`config.mk`:
```
export PLATFORM = sky130hd
export DESIGN_NAME = testpin_bypass_sel
export DESIGN_NICKNAME = d
export VERILOG_FILES = /design/src/rtl/tsel_pkg.sv /design/src/rtl/tsel_ref_div.sv /design/src/rtl/tsel_m_counter.sv /design/src/rtl/tsel_post_div.sv /design/src/rtl/testpin_bypass_sel.sv
export SDC_FILE = /design/constraint.sdc
export NUM_CORES = 1
export LEC_CHECK = 0
export BUFFER_PORTS_ARGS = -buffer_cell sky130_fd_sc_hd__buf_2
export CORE_ASPECT_RATIO = 1.4
export CORE_MARGIN = 2
export CORE_UTILIZATION = 55
export DETAILED_ROUTE_END_ITERATION = 10
export GPL_ROUTABILITY_DRIVEN = 0
export GPL_TIMING_DRIVEN = 0
export MAX_ROUTING_LAYER = met4
export PLACE_DENSITY = 0.84
export SLEW_MARGIN = 30
export SYNTH_ARGS = -nofsm -noshare
export SYNTH_HDL_FRONTEND = slang
export SYNTH_SLANG_ARGS = --single-unit
```
`constraint.sdc`:
```
create_clock -name clk -period 4.08 [get_ports clk]
set_input_delay 0.408 -clock clk [delete_from_list [all_inputs] [get_ports clk]]
set_output_delay 0.408 -clock clk [all_outputs]
set_load 0.1 [all_outputs]
```
`src/rtl/tsel_pkg.sv`:
```
package tsel_pkg;
  typedef enum logic [2:0] {
    TC_SHIFT  = 3'b000,
    TC_ONE    = 3'b001,
    TC_REF16  = 3'b010,
    TC_MCNT   = 3'b011,
    TC_FOUT   = 3'b100,
    TC_ZERO   = 3'b101,
    TC_BYPASS = 3'b110,
    TC_FOUT4  = 3'b111
  } tcode_e;
endpackage

```
`src/rtl/tsel_ref_div.sv`:
```
module tsel_ref_div #(
  parameter int LOG2 = 4
) (
  input  logic clk,
  input  logic rst,
  input  logic i_tick,
  output logic o_sq
);
  logic [LOG2-1:0] cnt;

  always_ff @(posedge clk) begin
    if (rst) cnt <= '0;
    else if (i_tick) cnt <= cnt + 1'b1;
  end

  assign o_sq = cnt[LOG2-1];

  // the divided wave only moves on a reference tick
  p_ref_hold_r3: assert property (@(posedge clk) disable iff (rst)
    !i_tick |=> $stable(o_sq));
endmodule

```
`src/rtl/tsel_m_counter.sv`:
```
module tsel_m_counter #(
  parameter int M_W = 9
) (
  input  logic           clk,
  input  logic           rst,
  input  logic           i_tick,
  input  logic           i_restart,
  input  logic [M_W-1:0] i_m,
  output logic           o_pulse
);
  logic [M_W-1:0] cnt;
  logic [M_W-1:0] m_eff;

  assign m_eff = (i_m == '0) ? M_W'(1) : i_m;

  always_ff @(posedge clk) begin
    if (rst || i_restart) begin
      cnt     <= '0;
      o_pulse <= 1'b0;
    end else begin
      o_pulse <= 1'b0;
      if (i_tick) begin
        if (cnt >= m_eff - 1'b1) begin
          cnt     <= '0;
          o_pulse <= 1'b1;
        end else begin
          cnt <= cnt + 1'b1;
        end
      end
    end
  end

  // a pulse is always the result of a tick on the previous edge
  p_pulse_after_tick_r4: assert property (@(posedge clk) disable iff (rst)
    o_pulse |-> $past(i_tick));
  // with a modulus of 0 or 1 every tick yields a pulse
  p_div_one_r6: assert property (@(posedge clk) disable iff (rst)
    (i_tick && !i_restart && i_m <= M_W'(1)) |=> o_pulse);
endmodule

```
`src/rtl/tsel_post_div.sv`:
```
module tsel_post_div #(
  parameter int N_W = 2
) (
  input  logic           clk,
  input  logic           rst,
  input  logic           i_tick,
  input  logic           i_restart,
  input  logic [N_W-1:0] i_ncode,
  output logic           o_sq,
  output logic           o_q4
);
  localparam int CNT_W = (1 << N_W);

  logic [CNT_W-1:0] cnt;
  logic [CNT_W-1:0] half_m1;
  logic [1:0]       rise_cnt;

  assign half_m1 = (CNT_W'(1) << i_ncode) - 1'b1;

  always_ff @(posedge clk) begin
    if (rst || i_restart) begin
      cnt      <= '0;
      o_sq     <= 1'b0;
      rise_cnt <= '0;
    end else if (i_tick) begin
      if (cnt >= half_m1) begin
        cnt  <= '0;
        o_sq <= ~o_sq;
        if (!o_sq) rise_cnt <= rise_cnt + 1'b1;
      end else begin
        cnt <= cnt + 1'b1;
      end
    end
  end

  assign o_q4 = rise_cnt[1];

  // the square wave only moves on a tick or a restart
  p_sq_on_tick_r7: assert property (@(posedge clk) disable iff (rst)
    (o_sq != $past(o_sq)) |-> $past(i_tick || i_restart));
  // a restart leaves the output low
  p_restart_low_r8: assert property (@(posedge clk) disable iff (rst)
    i_restart |=> !o_sq);
  // the divide-by-4 output only moves when the main output rises
  p_q4_on_rise_r10: assert property (@(posedge clk) disable iff (rst)
    (o_q4 != $past(o_q4) && !$past(i_restart)) |-> $rose(o_sq));
endmodule

```
`src/rtl/testpin_bypass_sel.sv`:
```
module testpin_bypass_sel
  import tsel_pkg::*;
#(
  parameter int M_W      = 9,
  parameter int N_W      = 2,
  parameter int REF_LOG2 = 4
) (
  input  logic           clk,
  input  logic           rst,
  input  logic [2:0]     tcode,
  input  logic [M_W-1:0] m_val,
  input  logic [N_W-1:0] n_code,
  input  logic           sr_bit,
  input  logic           ref_en,
  input  logic           syn_en,
  input  logic           sclk_en,
  output logic           test_o,
  output logic           fout_o
);
  tcode_e         mode;
  logic           bypass;
  logic           div_tick;
  logic [2:0]     tcode_q;
  logic [M_W-1:0] m_q;
  logic [N_W-1:0] n_q;
  logic           restart_p;
  logic           restart_m;
  logic           ref_sq;
  logic           m_pulse;
  logic           p_sq;
  logic           p_q4;
  logic           test_d;

  assign mode     = tcode_e'(tcode);
  assign bypass   = (mode == TC_BYPASS);
  assign div_tick = bypass ? sclk_en : syn_en;

  always_ff @(posedge clk) begin
    if (rst) begin
      tcode_q <= '0;
      m_q     <= '0;
      n_q     <= '0;
    end else begin
      tcode_q <= tcode;
      m_q     <= m_val;
      n_q     <= n_code;
    end
  end

  assign restart_p = (n_code != n_q) || (tcode != tcode_q);
  assign restart_m = (m_val != m_q) || (tcode != tcode_q);

  tsel_ref_div #(.LOG2(REF_LOG2)) u_ref (
    .clk(clk), .rst(rst), .i_tick(ref_en), .o_sq(ref_sq)
  );

  tsel_m_counter #(.M_W(M_W)) u_mcnt (
    .clk(clk), .rst(rst), .i_tick(div_tick), .i_restart(restart_m),
    .i_m(m_val), .o_pulse(m_pulse)
  );

  tsel_post_div #(.N_W(N_W)) u_post (
    .clk(clk), .rst(rst), .i_tick(div_tick), .i_restart(restart_p),
    .i_ncode(n_code), .o_sq(p_sq), .o_q4(p_q4)
  );

  always_comb begin
    case (mode)
      TC_SHIFT:  test_d = sr_bit;
      TC_ONE:    test_d = 1'b1;
      TC_REF16:  test_d = ref_sq;
      TC_MCNT:   test_d = m_pulse;
      TC_FOUT:   test_d = p_sq;
      TC_ZERO:   test_d = 1'b0;
      TC_BYPASS: test_d = m_pulse;
      TC_FOUT4:  test_d = p_q4;
      default:   test_d = 1'b0;
    endcase
  end

  always_ff @(posedge clk) begin
    if (rst) test_o <= 1'b0;
    else     test_o <= test_d;
  end

  assign fout_o = p_sq;

  p_const_one_r2: assert property (@(posedge clk) disable iff (rst)
    (tcode == 3'b001) |=> test_o);
  p_const_zero_r2: assert property (@(posedge clk) disable iff (rst)
    (tcode == 3'b101) |=> !test_o);
  p_shift_bit_r2: assert property (@(posedge clk) disable iff (rst)
    (tcode == 3'b000) |=> (test_o == $past(sr_bit)));
  p_fout_copy_r9: assert property (@(posedge clk) disable iff (rst)
    (tcode == 3'b100) |=> (test_o == $past(fout_o)));
  p_bypass_no_syn_r5: assert property (@(posedge clk) disable iff (rst)
    (bypass && !sclk_en && !restart_p) |=> $stable(fout_o));
  p_normal_no_sclk_r11: assert property (@(posedge clk) disable iff (rst)
    (!bypass && !syn_en && !restart_p) |=> $stable(fout_o));
endmodule

```
* Word level (Yosys, flattened, before mapping)
Index checks and enable logic that the tools add are counted.
Cells by class: $add $sub $neg 6, $lt $le $gt $ge 2, eq/ne operators 10, shift operators 1, muxes and demuxes 6, bitwise gates (word level) 2, reduce and logical (&&, ||, !) cells 10
Operators with widths (count):
- 2-to-1 mux 9 bit | 2
- == test 3 bit (second input constant) | 4
- adder 9 x 1 -> 9 bit (second input constant) | 1
- >= comparator 9 bit | 1
- zero test 9 bit | 1
- != test 9 bit | 1
- subtractor 9 x 1 -> 9 bit (second input constant) | 1
- adder 4 x 1 -> 4 bit (second input constant) | 2
- case mux 1 bit (7 select lines) | 1
- == test 3 x 2 -> 1 bit (second input constant) | 2
- >= comparator 4 bit | 1
- logical OR 1 bit | 4
- 2-to-1 mux 4 bit | 1
- OR reduction 2 bit | 2
- left shift 1 x 2 -> 4 bit (first input constant) | 1
- subtractor 4 x 1 -> 4 bit (second input constant) | 1
- == test 3 x 1 -> 1 bit (second input constant) | 1
- zero test 3 bit | 1
- != test 3 bit | 1
- AND reduction 3 bit | 1
- adder 2 x 1 -> 2 bit (second input constant) | 1
- 2-to-1 mux 1 bit | 2
- != test 2 bit | 1
- NOT 1 bit | 2
- AND reduction 2 bit | 1
Storage, ports and cells: bits in registers 36, input bits 20, output and inout bits 2, logic and storage cells 47

* Longest topological paths before layout
depth in word-level cells 5, depth in mapped cells 14, depth with buffers taken out 13

* Hierarchy
Synthesis repeated with hierarchy kept, for this count alone.
Second synthesis, totals: cells, all modules 220, area total of the unflattened synthesis 2079.5 um2
Modules (own cells, without submodules):
- tsel_m_counter | times used 1, cells each 92, area an instance 778.2 um2, sequential area each 200.2 um2
- testpin_bypass_sel | times used 1, cells each 61, area an instance 671.9 um2, sequential area each 300.3 um2
- tsel_post_div | times used 1, cells each 51, area an instance 450.4 um2, sequential area each 140.1 um2
- tsel_ref_div | times used 1, cells each 16, area an instance 178.9 um2, sequential area each 80.1 um2

* Worst setup path after synthesis
OpenSTA, ideal clock, no wires.
path type input to register, from input m_val[2], to register u_mcnt.o_pulse, library setup time 0.118 ns, data arrival time 2.867 ns, data required time 3.962 ns, setup slack 1.095 ns, cell stages on the path 14, buffers on the path 1, cell sequence clkbuf_1 -> nor4_1 -> a21oi_1 -> ha_1 -> nand2_1 -> or3_1 -> nor3_1 -> xnor2_1 -> ha_1 -> nand2_1 -> nor2_1 -> a211oi_1 -> a21oi_1 -> nor2b_1
Between the ends: longest elaborated chain between the ends 5, elaborated cells on any way between the ends 9, classes of those cells add/sub (1); order compare (1); eq/ne (1); mux (2); reduce/logical (4)
Ends and longest elaborated chain:
- start, declared | line testpin_bypass_sel.sv:11 | input logic [M_W-1:0] m_val,
- zero test 9 bit | line tsel_m_counter.sv:14 | assign m_eff = (i_m == '0) ? M_W'(1) : i_m;
- 2-to-1 mux 9 bit | line tsel_m_counter.sv:14
- subtractor 9 x 1 -> 9 bit | line tsel_m_counter.sv:23 | if (cnt >= m_eff - 1'b1) begin
- >= comparator 9 bit | line tsel_m_counter.sv:23
- 2-to-1 mux 1 bit | line tsel_m_counter.sv:23
- end signal, assigned | line tsel_m_counter.sv:19 | o_pulse <= 1'b0;
- end signal, assigned | line tsel_m_counter.sv:21 | o_pulse <= 1'b0;
- end signal, assigned | line tsel_m_counter.sv:25 | o_pulse <= 1'b1;
- end, declared | line tsel_m_counter.sv:9 | output logic o_pulse
Several ways; a longest one is shown, not always the timed one. A chain may end at the register's enable or synchronous reset.

* Worst setup path after layout
Ends and elaborated chain as after synthesis.

==> impl_metrics.ini <==
[cts]
root_buffer = clkbuf_8
clkTransAtPathRegs_ns = 0.07
cts_setup_buffers = 0
clk_latency_ns = 0.29
tritoncts = yes
postCtsResizedCells = 0
cts_max_path_buffers = 2
cts_buffers = 5
cts.sinks = 36
cts_htree_levels = 2
cts_hold_buf = 0

[floorplan]
die_x_um = 54.32
io_pins = 22
start_util_pct = 57.70
core-area_um2 = 3378
rows = 25
dieHeight_um = 74.44
die_area_um2 = 4043

[synthesis]
syn-cell-area_um2 = 1949
synth-edff-count = 0
syn_inst = 213
synthArstFlopShare_pct = 0
avgSynthCellArea_um2 = 9.152
yosysWarnings = 0
syn_nets = 249
synth_top_cells_by_area = dfxtp_1 37%, ha_1 10%, xor2_1 9.0%
seq_area_frac_synth_pct = 36.97
synth_ff_type = dfxtp_1
yosys_register_bits = 36
synth_top_area_share_pct = 36.97
yosysTopAreaCell = dfxtp_1
ys_types = 35

[sta]
period_share_pct = 77.40
slew_violations = 0
relSlewSlack_pct = 43.78
hold_viol = 0
setup_viol = 0
rsz0062_at_grt = false
timing.hold.ws_ns = 0.3657
min_period_ns = 3.158
worst_clock_skew_ns = 0.008027
max_freq_mhz = 316.7
timing.setup.tns_ns = 0
max_slew.worst_pin.slew_ns = 0.8382

[job]
drv_cap = 0

[drt]
vias = 1554
ant_nets = 0
via_per_inst = 5.550
drc = 0
routed_wirelength_mm = 3.699
wire_per_inst_um = 13.21
firstDrtPassIters = 4
drt_iter0_drc = 32

[critical_path]
worst_setup_path_start_kind = input port
r2r_end = u_post.cnt[0]
reg2reg_slack_ns = 1.86
required_ns = 4.27
critical_path.endpoint_type = flop
critPathKind = in2reg
crit_arrival_ns = 3.35
reg2regPathDepth = 7
reg2reg_from = u_post.cnt[0]
crit_fanout = 7

[final_layout]
synthToLayoutAreaGrowth_pct = 12.97
final_nets = 275
antennaDiodeCount = 0
final_layout_size_suffix_gt1_share_pct = 14.17

[global_route]
antenna_found_initial = 0
grt_pass1_vias = 1445
grt_pass1_wl_mm = 6.044
grt_max_degree = 12
grt-ovfl-total = 0
grt_usage_pct = 21.11

[worst_hold_path]
hold_class = in2reg
hold_depth = 2
min_from = tcode[1]
whs_endpoint = tcode_q[1]

[pwr]
p_leak_nw = 0.8735
powerDensity_nw_per_um2 = 344.7
irDropWorstVdd_v = 0.0002944

[run_status]
status = completed

[placed_design]
dp_hpwl_mm = 2.849
io_buffers = 19
-- cell usage in the layout, fill, tap and decap left out, types with 2 or more instances in the layout --
master,instances
nand2_1,15
nand3_1,4
xnor2_1,11
o31ai_1,2
nor3_1,10
nor2_1,18
nor2b_1,16
buf_2,19
dfxtp_1,36
xor2_1,20
a211oi_1,2
a21oi_1,15
ha_1,16
nand4_1,7
clkbuf_8,5
clkbuf_1,5
or4_1,2
mux2i_1,4
nor3b_1,3
o21ai_0,3
mux2_2,2
nand2b_1,2
nor4_1,3
inv_1,4
or3_1,2
-- flip-flops by register name, indices dropped and copies added, names as in the netlist --
register         cells
u_post.o_sq          1
m_q                  9
test_o               1
u_post.cnt           4
u_mcnt.cnt           9
u_mcnt.o_pulse       1
u_ref.cnt            4
n_q                  2
tcode_q              3
u_post.rise_cnt      2
-- cells by family (layout without fill, tap and decap cells) --
| kind of cell | Yosys count | count (layout) | share of synthesized area, % |
|---|---|---|---|
| mux | 6 | 6 | 3.209 |
| simple gates | 89 | 89 | 25.87 |
| xor+xnor | 31 | 31 | 13.93 |
| compound gates | 26 | 26 | 7.638 |
| fa+ha+maj | 16 | 16 | 10.27 |
| buf+inv | 9 | 36 | 2.118 |
| flops | 36 | 36 | 36.97 |
-- worst max-delay path by stage --
stage                         from              to  slack, ns  depth (start not counted)
after CTS                 m_val[2]  u_mcnt.o_pulse       0.92                         14
after detailed placement  m_val[2]  u_mcnt.o_pulse       0.63                         14
after global placement    m_val[2]  u_mcnt.o_pulse       0.65                         14
final                     m_val[2]  u_mcnt.o_pulse       0.92                         14
after global routing      m_val[2]   u_mcnt.cnt[8]       0.60                         14
after floorplan           m_val[2]  u_mcnt.o_pulse       1.09                         14
-- metal layers --
layer	GRT usage, %	up-vias	wire length, µm
li1	-	797	-
met1	21.72	730	1544
met2	37.48	22	1976
met5	-	-	0
met3	4.819	5	110
met4	8.333	0	68
-- power breakdown --
group	switching (mW)	total, mW	leakage, nW	internal (mW)
Sequential	0.00518	0.367	0.294	0.361
Combinational	0.0497	0.0856	0.524	0.0359
Clock	0.125	0.307	0.0552	0.181
Total	0.180	0.759	0.874	0.579
-- synthesized netlist by cell type (2+ instances only) --
| master | number |
|---|---|
| dfxtp_1 | 36 |
| xor2_1 | 20 |
| nor2_1 | 18 |
| ha_1 | 16 |
| nor2b_1 | 16 |
| a21oi_1 | 15 |
| nand2_1 | 15 |
| xnor2_1 | 11 |
| nor3_1 | 10 |
| nand4_1 | 7 |
| clkbuf_1 | 4 |
| inv_1 | 4 |
| mux2i_1 | 4 |
| nand3_1 | 4 |
| nor3b_1 | 3 |
| nor4_1 | 3 |
| o21ai_0 | 3 |
| a211oi_1 | 2 |
| mux2_2 | 2 |
| nand2b_1 | 2 |
| o31ai_1 | 2 |
| or3_1 | 2 |
| or4_1 | 2 |
-- through the flow --
step           worst slack (ns)  power [mW]  cell area [µm²]  cells  utilization (%)
3_3_place_gp             0.6474      0.4564             2095    272            62.00
5_1_grt                  0.5974      0.7858             2202    280            65.19
4_1_cts                  0.9216      0.7640             2202    280            65.19
2_1_floorplan             1.095      0.4316             1949    213                -
6_report                 0.9220      0.7590             2202    280            65.19
3_5_place_dp             0.6264      0.4605             2095    272            62.00
-- final cells by class --
type / count / area (µm²)
clock inverter: 2 / 35.03
inverter: 4 / 15.01
clock buffer: 6 / 72.57
timing repair buffer: 19 / 95.09
fill: 282 / 1176
buffer: 5 / 26.28
sequential: 36 / 720.7
tap: 40 / 50.05
multi-input combinational: 168 / 1187
-- critical path: stages --
cell,delay (ns)
clkbuf_1,0.25
nor4_1,0.10
a21oi_1,0.23
ha_1,0.23
nand2_1,0.08
or3_1,0.34
nor3_1,0.19
xnor2_1,0.15
ha_1,0.27
nand2_1,0.08
nor2_1,0.04
a211oi_1,0.45
a21oi_1,0.30
nor2b_1,0.22
No activity file was read; power rests on OpenSTA's default activity.
